**config.mk**
```make
export PLATFORM = sky130hd
export DESIGN_NAME = mpu_perm_check
export DESIGN_NICKNAME = d
export VERILOG_FILES = /design/src/rtl/mpu_chk_pkg.sv /design/src/rtl/mpu_region_match.sv /design/src/rtl/mpu_prio_pick.sv /design/src/rtl/mpu_perm_decode.sv /design/src/rtl/mpu_perm_check.sv
export SDC_FILE = /design/constraint.sdc
export NUM_CORES = 1
export LEC_CHECK = 0
export CORE_AREA = 4 4 184 186
export CTS_BUF_LIST = sky130_fd_sc_hd__clkbuf_8
export DETAILED_ROUTE_END_ITERATION = 8
export DIE_AREA = 0 0 188 190
export DONT_BUFFER_PORTS = 1
export PLACE_DENSITY_LB_ADDON = 0.08
export SYNTH_ARGS = -nofsm -noshare
export SYNTH_HDL_FRONTEND = slang
export SYNTH_HIERARCHICAL = 1
export SYNTH_SLANG_ARGS = --single-unit
```
**constraint.sdc**
```tcl
create_clock -name clk -period 0.8 [get_ports clk]
set_input_delay 0.12 -clock clk [delete_from_list [all_inputs] [get_ports clk]]
set_output_delay 0.12 -clock clk [all_outputs]
set_load 0.01 [all_outputs]
```
**src/rtl/mpu_chk_pkg.sv**
```systemverilog
package mpu_chk_pkg;

   localparam int ADDR_W      = 32;
   localparam int SIZE_W      = 6;
   localparam int ATTR_W      = 16;
   localparam int AP_LSB      = 8;
   localparam int XN_BIT      = 12;
   localparam logic [11:0] PPB_TAG = 12'hE00;
   localparam logic [2:0]  SYS_TAG = 3'b111;

   typedef enum logic [1:0] {
      ACC_READ  = 2'b00,
      ACC_WRITE = 2'b01,
      ACC_EXEC  = 2'b10,
      ACC_NONE  = 2'b11
   } acc_e;

   typedef struct packed {
      logic r;
      logic w;
      logic x;
   } perm_t;

   // Rights for one mode from the three-bit access code
   function automatic perm_t ap_decode(input logic [2:0] ap, input logic priv);
      perm_t p;
      p = '0;
      case (ap)
         3'b001:  begin p.r = priv; p.w = priv; end
         3'b010:  begin p.r = 1'b1; p.w = priv; end
         3'b011:  begin p.r = 1'b1; p.w = 1'b1; end
         3'b101:  begin p.r = priv; end
         3'b110:  begin p.r = 1'b1; end
         default: p = '0;
      endcase
      return p;
   endfunction

endpackage

```
**src/rtl/mpu_region_match.sv**
```systemverilog
module mpu_region_match
   import mpu_chk_pkg::*;
(
   input  logic [ADDR_W-1:0] addr,
   input  logic [ADDR_W-1:0] base,
   input  logic [SIZE_W-1:0] size_word,
   output logic              match
);
   logic [5:0]        shamt;
   logic [ADDR_W:0]   span;
   logic [ADDR_W:0]   low_mask;

   always_comb begin
      shamt    = {1'b0, size_word[5:1]} + 6'd1;
      span     = {{ADDR_W{1'b0}}, 1'b1} << shamt;
      low_mask = span - {{ADDR_W{1'b0}}, 1'b1};
      match    = size_word[0] &&
                 (((addr ^ base) & ~low_mask[ADDR_W-1:0]) == '0);
   end
endmodule

```
**src/rtl/mpu_prio_pick.sv**
```systemverilog
module mpu_prio_pick #(
   parameter int N     = 8,
   parameter int IDX_W = 3
) (
   input  logic [N-1:0]     req,
   output logic             found,
   output logic [IDX_W-1:0] idx
);
   always_comb begin
      found = 1'b0;
      idx   = '0;
      // later (higher) entries overwrite earlier ones: highest wins
      for (int i = 0; i < N; i++) begin
         if (req[i]) begin
            found = 1'b1;
            idx   = i[IDX_W-1:0];
         end
      end
   end
endmodule

```
**src/rtl/mpu_perm_decode.sv**
```systemverilog
module mpu_perm_decode
   import mpu_chk_pkg::*;
(
   input  logic [ATTR_W-1:0] attr,
   input  logic              priv,
   input  logic              sys_space,
   output perm_t             perm
);
   perm_t base_p;

   always_comb begin
      base_p = ap_decode(attr[AP_LSB +: 3], priv);
      perm.r = base_p.r;
      perm.w = base_p.w;
      perm.x = base_p.r && !attr[XN_BIT] && !sys_space;
   end
endmodule

```
**src/rtl/mpu_perm_check.sv**
```systemverilog
module mpu_perm_check
   import mpu_chk_pkg::*;
#(
   parameter int NUM_REGIONS = 8,
   parameter bit REG_OUT     = 1'b1,
   localparam int IDX_W      = (NUM_REGIONS > 1) ? $clog2(NUM_REGIONS) : 1
) (
   input  logic                          clk,
   input  logic                          rst_n,
   input  logic [31:0]                   addr,
   input  logic [1:0]                    acc_type,
   input  logic                          is_priv,
   input  logic                          mpu_en,
   input  logic [NUM_REGIONS*32-1:0]     rgn_base,
   input  logic [NUM_REGIONS*6-1:0]      rgn_size,
   input  logic [NUM_REGIONS*16-1:0]     rgn_attr,
   output logic                          perm_r,
   output logic                          perm_w,
   output logic                          perm_x,
   output logic                          grant,
   output logic                          hit,
   output logic                          miss,
   output logic [IDX_W-1:0]              rgn_idx
);
   generate
      if (NUM_REGIONS < 1 || NUM_REGIONS > 256) begin : g_bad_count
         $error("mpu_perm_check: NUM_REGIONS must lie in 1..256");
      end
   endgenerate

   logic [NUM_REGIONS-1:0] c_match;
   logic                   c_found;
   logic [IDX_W-1:0]       c_pick;
   logic [ATTR_W-1:0]      c_attr;
   logic                   c_bypass;
   logic                   c_sys;
   perm_t                  c_region_perm;
   perm_t                  c_perm;
   logic                   c_hit;
   logic                   c_miss;
   logic [IDX_W-1:0]       c_idx;
   logic                   c_grant;

   genvar g;
   generate
      for (g = 0; g < NUM_REGIONS; g++) begin : g_rgn
         mpu_region_match u_match (
            .addr      (addr),
            .base      (rgn_base[g*ADDR_W +: ADDR_W]),
            .size_word (rgn_size[g*SIZE_W +: SIZE_W]),
            .match     (c_match[g])
         );
      end
   endgenerate

   mpu_prio_pick #(.N(NUM_REGIONS), .IDX_W(IDX_W)) u_pick (
      .req   (c_match),
      .found (c_found),
      .idx   (c_pick)
   );

   assign c_attr   = rgn_attr[c_pick*ATTR_W +: ATTR_W];
   assign c_bypass = !mpu_en || (addr[31:20] == PPB_TAG);
   assign c_sys    = (addr[31:29] == SYS_TAG);

   mpu_perm_decode u_dec (
      .attr      (c_attr),
      .priv      (is_priv),
      .sys_space (c_sys),
      .perm      (c_region_perm)
   );

   always_comb begin
      c_hit  = 1'b0;
      c_miss = 1'b0;
      c_idx  = '0;
      c_perm = '0;
      if (c_bypass) begin
         c_perm = is_priv ? 3'b111 : 3'b000;
      end else if (c_found) begin
         c_hit  = 1'b1;
         c_idx  = c_pick;
         c_perm = c_region_perm;
      end else begin
         c_miss = 1'b1;
      end
      case (acc_type)
         ACC_READ:  c_grant = c_perm.r;
         ACC_WRITE: c_grant = c_perm.w;
         ACC_EXEC:  c_grant = c_perm.x;
         default:   c_grant = 1'b0;
      endcase
   end

   generate
      if (REG_OUT) begin : g_reg
         always_ff @(posedge clk or negedge rst_n) begin
            if (!rst_n) begin
               perm_r  <= 1'b0;
               perm_w  <= 1'b0;
               perm_x  <= 1'b0;
               grant   <= 1'b0;
               hit     <= 1'b0;
               miss    <= 1'b0;
               rgn_idx <= '0;
            end else begin
               perm_r  <= c_perm.r;
               perm_w  <= c_perm.w;
               perm_x  <= c_perm.x;
               grant   <= c_grant;
               hit     <= c_hit;
               miss    <= c_miss;
               rgn_idx <= c_idx;
            end
         end
      end else begin : g_comb
         assign perm_r  = c_perm.r;
         assign perm_w  = c_perm.w;
         assign perm_x  = c_perm.x;
         assign grant   = c_grant;
         assign hit     = c_hit;
         assign miss    = c_miss;
         assign rgn_idx = c_idx;
      end
   endgenerate
endmodule

```
Word-level counts from Yosys, hierarchy flattened
Index checks and enable logic that the tools add are counted.

Shift operators: 9. Bitwise gates (word level): 24. Equal/unequal tests: 9. $add $sub $neg: 16. Reduce and logical (&&, ||, !) cells: 26. Muxes and demuxes: 27.

Operators with widths (number): bitwise AND 32 bit (8); logical NOT 32 bit (8); inverter 32 bit (8); << shifter 1 x 6 -> 32 bit, first input constant (8); subtractor 32 x 1 -> 32 bit, second input constant (8); XOR 32 bit (8); indexed part select 128 x 8 -> 13 bit (1); adder 5 x 1 -> 6 bit, second input constant (8); 2-to-1 mux 3 bit (9); 2-to-1 mux 1 bit (13); == test 12 bit, second input constant (1); logical AND 1 bit (10); == test 3 bit, second input constant (3); == test 3 x 2 -> 1 bit, second input constant (2); 2-to-1 mux 2 bit (2); case mux 1 bit (2 select lines) (2); OR reduction 2 bit (2); == test 3 x 1 -> 1 bit, second input constant (1); logical NOT 1 bit (3); case mux 1 bit (3 select lines) (1); OR reduction 3 bit (1); == test 2 x 1 -> 1 bit, second input constant (1); == test 2 bit, second input constant (1); logical NOT 2 bit (1); logical OR 1 bit (1).

Register bits: 9. Input port bits: 470. Output and inout bits: 9.

Longest topological paths before layout
Gate-level depths: netlist (run 1).

Depth after elaboration: 23. Depth in mapped cells: 24. Mapped depth without buffers: 20.

Hierarchy
The synthesis (run 1) kept the hierarchy.

By module, submodules not included: mpu_region_match (g_rgn[4].u_match ...) (seq. area each 0.0 µm², instances 4, area an instance 992.2 µm², cells an instance 149); mpu_region_match (g_rgn[0].u_match ...) (seq. area each 0.0 µm², instances 3, area an instance 1041.0 µm², cells an instance 155); mpu_perm_check (seq. area each 225.2 µm², instances 1, area an instance 1320.0 µm², cells an instance 92); mpu_region_match (g_rgn[3].u_match) (seq. area each 0.0 µm², instances 1, area an instance 974.7 µm², cells an instance 140); mpu_prio_pick (seq. area each 0.0 µm², instances 1, area an instance 57.6 µm², cells an instance 12); mpu_perm_decode (seq. area each 0.0 µm², instances 1, area an instance 41.3 µm², cells an instance 7).

Worst setup path before layout (run 1)
OpenSTA, ideal clock, no wires.

Path kind: input to register. Start point: input rgn_size[22]. End point: register grant. Stages on the path: 21. Arrival: 4.839 ns. Setup time: 0.082 ns. Required time: 0.718 ns. Path slack: -4.121 ns. Cells stage by stage: or2_2 clkbuf_1 or2_2 ha_1 or4b_4 o211ai_2 nand2_1 a211o_1 nor4_2 a21oi_1 o31ai_1 clkbuf_1 buf_2 mux4_2 mux2_2 and3_1 nor4_2 inv_1 a21oi_1 o211ai_1 a22oi_2.

RTL lines: start: declaration (line mpu_perm_check.sv:15) `input logic [NUM_REGIONS*6-1:0] rgn_size,`; end signal: assignment (line mpu_perm_check.sv:110) `grant <= c_grant;`; end: declaration (line mpu_perm_check.sv:20) `output logic grant,`.

==> flow_summary.toml, run 1 <==
[drt]
drt_iter0_drc = 1076
vias_per_cell = 5.87
detail_route.wl_per_cell_um = 27.4
postRouteAntennaNets = 0
drt_first_pass_iters = 5
drc = 0
vias = 10900
totalWireLength_um = 50800

[worst_setup_path]
cpMaxStageDelayCell = "or4b_4"
crit_type = "input port to flop"
startpoint_type = "input port"
cp-end-kind = "flop"
arrival_ns = 4.56
path_cells = "or3_4 > or2_4 > ha_4 > or4b_4 > o2111ai_2 > o2111a_1 > o2111ai_2 > nor4_4 > a21oi_2 > o31ai_4 > buf_6 > mux4_2 > mux2_4 > and3_4 > nor4_4 > inv_2 > a21oi_2 > o211ai_1 > a22oi_2"
critPathLaunch = "rgn_size[20]"
slowest_delay_ns = 0.51
crit_required_ns = 0.95
crit_fanout = 20

[clock_network]
cts_inserted_buffers = 3
h-tree-depth = 1
cts.sinks = 9
cts_tree = "built"
cts.reportedPaths.clkPinSlew_ns = 0.04
cts_root_buf = "clkbuf_8"
cts_buffer_depth = 2

[global_route]
grt_pass1_vias = 10700
grt.overflow.total = 0
grt_start_max_net_pins = 33
grt_pass1_wl_um = 72000
grt_use_total = 0.265
grt_antenna_before_repair = 0

[timing]
tightest_slew_ns = 0.500
fin_crit_ns = 4.41
relSlewSlack = 0.662
finalCritPeriodShare = 5.51
rsz0062_at_grt = "true"
layout_setup_ws_ns = -3.61
setup_viol = 9
max_freq_mhz = 227
drv_slew = 0
finalHoldViolCount = 0

[hold_path]
holdPathStages = 2
min_from = "acc_type[1]"
min_to = "grant"
holdCritPathClass = "input port to flop"

[floorplanning]
die_w_um = 188
std_cell_rows = 66
start_util = 0.273
core_um2 = 32300
die_h_um = 190
dieArea_um2 = 35700
pin_count = 479

[flow_run]
drv_cap = 0

[power_and_ir_drop]
vdd_ir_drop_max_v = 0.000541
p_int_w = 0.00361
sw_frac_of_total = 0.414
power_leakage_nw = 3.94
pwr-share-comb = 0.838
p_seq_frac = 0.079
p_clk_frac = 0.083
powerDensity_nw_per_um2 = 561
p_sw_w = 0.00256

[placement]
gp_congestion = 0.887
dp_hpwl_um = 38300
post-place-ws_ns = -3.86
placed_cells = 1842
placed_area_um2 = 10800
portBuffers = 0

[cells_and_area]
drive_above_1_share = 0.242
final_area_um2 = 11000
syn2layout_area_growth_pct = 25.1
layoutNonFillerInstCount = 1853
nets = 1890
antennaDiodeCount = 0

[outcome]
violations = "negative setup slack"
outcome = "finished with violations"

[logic_synthesis]
syn_area_um2 = 8800
synth_cells = 1274
avgSynthCellArea_um2 = 6.91
synth_nets = 1752
synth.yosys.warnings = 6
## layout make-up
type	count	area [um^2]
fillers	3571	21300
multi-input cells	1144	8320
repair buffers	232	1780
well taps	442	553
flip-flops and latches	9	225
inverters	22	86.3
clock buffers	3	41.3
clock inverters	1	3.75
## power by group through the flow
stage | clock [W] | sequential (W) | combinational, W
finish | 0.000514 | 0.000486 | 0.00517
global route | 0.000544 | 0.000486 | 0.00568
CTS | 0.000525 | 0.000487 | 0.00510
detailed placement | 0 | 0.000494 | 0.00501
global placement | 0 | 0.000495 | 0.00506
floorplan | 0 | 0.000487 | 0.00383
## per-layer routing
metal  share of wire  routed length (um)  vias to the layer above  global-route usage
li1                -                   -                     5115                   -
met1            0.40               20100                     5110               0.326
met2            0.46               23500                      573               0.441
met3            0.11                5520                       70              0.0888
met4           0.033                1680                        0              0.0759
met5               0                   0                        -                   0
## cells in the final DEF (no fill, tap or decap), types with 8 or more instances in the layout
master / instances
a21oi_1: 64
or2_2: 12
nand3b_1: 9
a211oi_1: 12
buf_4: 224
o21ai_0: 115
nand4_1: 29
a32oi_1: 11
a221oi_1: 15
and3b_1: 8
nor3_1: 26
o221ai_1: 15
and2_1: 8
dfrtp_1: 9
a31oi_1: 23
a22oi_1: 11
inv_1: 17
nand3_1: 21
a211o_1: 13
o22ai_1: 10
nor2_1: 79
nor2b_1: 21
a221o_1: 12
o32a_1: 9
xor2_1: 129
mux4_2: 8
nand2_1: 95
o211ai_1: 24
nor4_1: 20
nand4b_1: 8
conb_1: 8
xnor2_1: 126
nand2b_1: 12
o31ai_1: 10
## state kept, by name (all words and copies together) (netlist names)
signal / count
hit: 1
perm_w: 1
perm_x: 1
perm_r: 1
miss: 1
rgn_idx: 3
grant: 1
## repair_timing
action	4_1_cts	5_1_grt
setup endpoints to repair	9	9
pin swaps	4	9
hold buffers	2	0
gates cloned	1	0
endpoints found under the hold margin	10	0
gates resized for setup	22	16
setup buffers	2	2
## worst max-delay path by stage
stage	depth (start not counted)	to	slack, ns
after floorplan	19	grant	-3.05
after global placement	20	grant	-3.84
after detailed placement	20	grant	-3.86
after CTS	20	grant	-3.60
after global routing	19	grant	-3.76
final	19	grant	-3.61
## critical path: cells and delay by family
family	cells	cell delay, ns
AOI/OAI and AO/OA	8	1.39
buffers and inverters	2	0.26
muxes	2	0.82
adders and majority gates	1	0.18
and+or+nand+nor	6	1.79
## per-stage QoR
step	TNS, ns	total power (W)	hold slack (ns)	utilization
floorplan	-18.70	0.00431	-0.176	-
global route	-25.69	0.00671	0.0570	0.341
finish	-24.68	0.00617	0.0594	0.341
detailed placement	-26.86	0.00551	-0.175	0.333
CTS	-24.46	0.00611	0.0569	0.339
global placement	-26.47	0.00556	-0.175	0.333
Note: power is estimated with default switching activity, not from simulation.
==> inputs of run 2 (changes only) <==
Settings changed: CTS_CLUSTER_DIAMETER from default to 120.
Clock period 0.8 ns to 4.2 ns, I/O delays scaled along.
==> flow_summary.toml, run 2 (synthesized netlist as in run 1, its figures left out) <==
[worst_setup_path]
crit_cells = 21
path_cells = "or3_4 > or2_4 > ha_4 > or4b_4 > o211ai_2 > nand2_2 > a21oi_2 > o2111ai_2 > nor4_2 > buf_4 > a21oi_4 > o31ai_4 > buf_6 > mux4_2 > mux2_4 > and3_4 > nor4_4 > inv_1 > a21oi_1 > o211ai_1 > a22oi_2"
startpoint_type = "input port"
cpMaxStageDelayCell = "or4b_4"
crit_buf_inv = 3
arrival_ns = 5.13
cp_top_family = "simple AND/OR/NAND/NOR gates"
crit_fanout = 20
cp-end-kind = "flop"
crit_end = "grant"
crit_type = "input port to flop"
slowest_delay_ns = 0.51
critPathLaunch = "rgn_size[20]"
crit_required_ns = 4.36

[timing]
finalCritPeriodShare = 1.18
finalHoldViolCount = 0
layout_setup_ws_ns = -0.774
rsz0062_at_grt = "true"
drv_slew = 0
tightest_slew_ns = 0.708
hold_ws_ns = 0.0853
max_freq_mhz = 201
fin_crit_ns = 4.97
setup_viol = 4
relSlewSlack = 0.516

[floorplanning]
pin_count = 479
dieArea_um2 = 35700
die_w_um = 188
start_util = 0.273
std_cell_rows = 66
die_h_um = 190
core_um2 = 32300

[clock_network]
cts.sinks = 9
cts_buffer_depth = 2
cts_tree = "built"
cts_inserted_buffers = 3
cts_root_buf = "clkbuf_8"
h-tree-depth = 1
cts.reportedPaths.clkPinSlew_ns = 0.05
cts_hold_buf = 0

[placement]
placed_area_um2 = 10100
dp_hpwl_um = 38200
portBuffers = 0
placed_cells = 1760
gp_congestion = 0.919

[drt]
drt_iter0_drc = 922
highest_layer = "met4"
vias_per_cell = 6.06
vias = 10700
drc = 0
drt_first_pass_iters = 5
totalWireLength_um = 51100
wl_met2_um = 23100
detail_route.wl_per_cell_um = 28.9
postRouteAntennaNets = 0
met3_wirelength_um = 4840
met1_length_um = 21200

[power_and_ir_drop]
powerDensity_nw_per_um2 = 107
power_leakage_nw = 3.53
vdd_ir_drop_max_v = 0.0000811
fin_total_pwr_w = 0.00110

[cells_and_area]
largest_reg_flops = 3
multi_input_area_um2 = 8250
final_common_cell = "buf_4"
drive_above_1_share = 0.184
n_fill_cell = 3545
antennaDiodeCount = 0
nets = 1806
syn2layout_area_growth_pct = 16.8
register_area_um2 = 225
final_cell_mix = "buf_4 (144), xor2_1 (129), xnor2_1 (126), o21ai_0 (117), nand2_1 (95)"
layoutNonFillerInstCount = 1769
regMostFlops = "rgn_idx"
final_area_um2 = 10300

[outcome]
violations = "negative setup slack"
outcome = "finished with violations"

[global_route]
grt_pass1_wl_um = 72600
grt.overflow.total = 0
grt_use_total = 0.266
grt_pass1_vias = 10600
grt_antenna_before_repair = 1
grt_start_max_net_pins = 33

[flow_run]
drv_cap = 0

[hold_path]
holdCritPathClass = "input port to async pin"
run 2: power breakdown:
group	leakage (nW)	internal (W)	switching, W
clock network	0.0269	0.0000639	0.0000370
logic	3.38	0.000472	0.000433
registers	0.120	0.0000895	0.00000252
total	3.53	0.000626	0.000472
run 2: cell type report:
type,instances,share of cell area
clock buffer,3,0.00402
clock inverter,1,0.000365
inverter,22,0.00828
multi-input combinational,1144,0.803
sequential,9,0.0219
tap,442,0.0538
timing repair buffer,148,0.109
run 2: worst min path at each step:
stage / start / slack (ns) / endpoint / depth (start not counted)
finish: rst_n / 0.09 / perm_x / 0
global route: rst_n / 0.08 / perm_x / 0
CTS: rst_n / 0.08 / perm_x / 0
global placement: rst_n / 0.33 / miss / 0
detailed placement: rst_n / 0.33 / miss / 0
floorplan: rst_n / 0.33 / grant / 0
run 2: metrics by stage:
stage	setup TNS, ns	worst slack [ns]	util
after floorplan	-0.162	-0.162	-
after global placement	-3.29	-1.00	0.313
after detailed placement	-3.47	-1.04	0.313
after CTS	-2.16	-0.720	0.317
after global routing	-3.19	-0.975	0.318
final	-2.43	-0.774	0.318
run 2: metal layers:
metal,track usage,up-vias
met4,0.0807,0
met3,0.0679,77
met1,0.344,5124
met2,0.436,579
met5,0,-
li1,-,4938
run 2: repair_timing:
action                     in CTS  in global routing
buffers inserted                3                  1
pin swaps                       4                  0
resized for setup              16                  6
gates cloned                    1                  0
setup endpoints to repair       4                  4
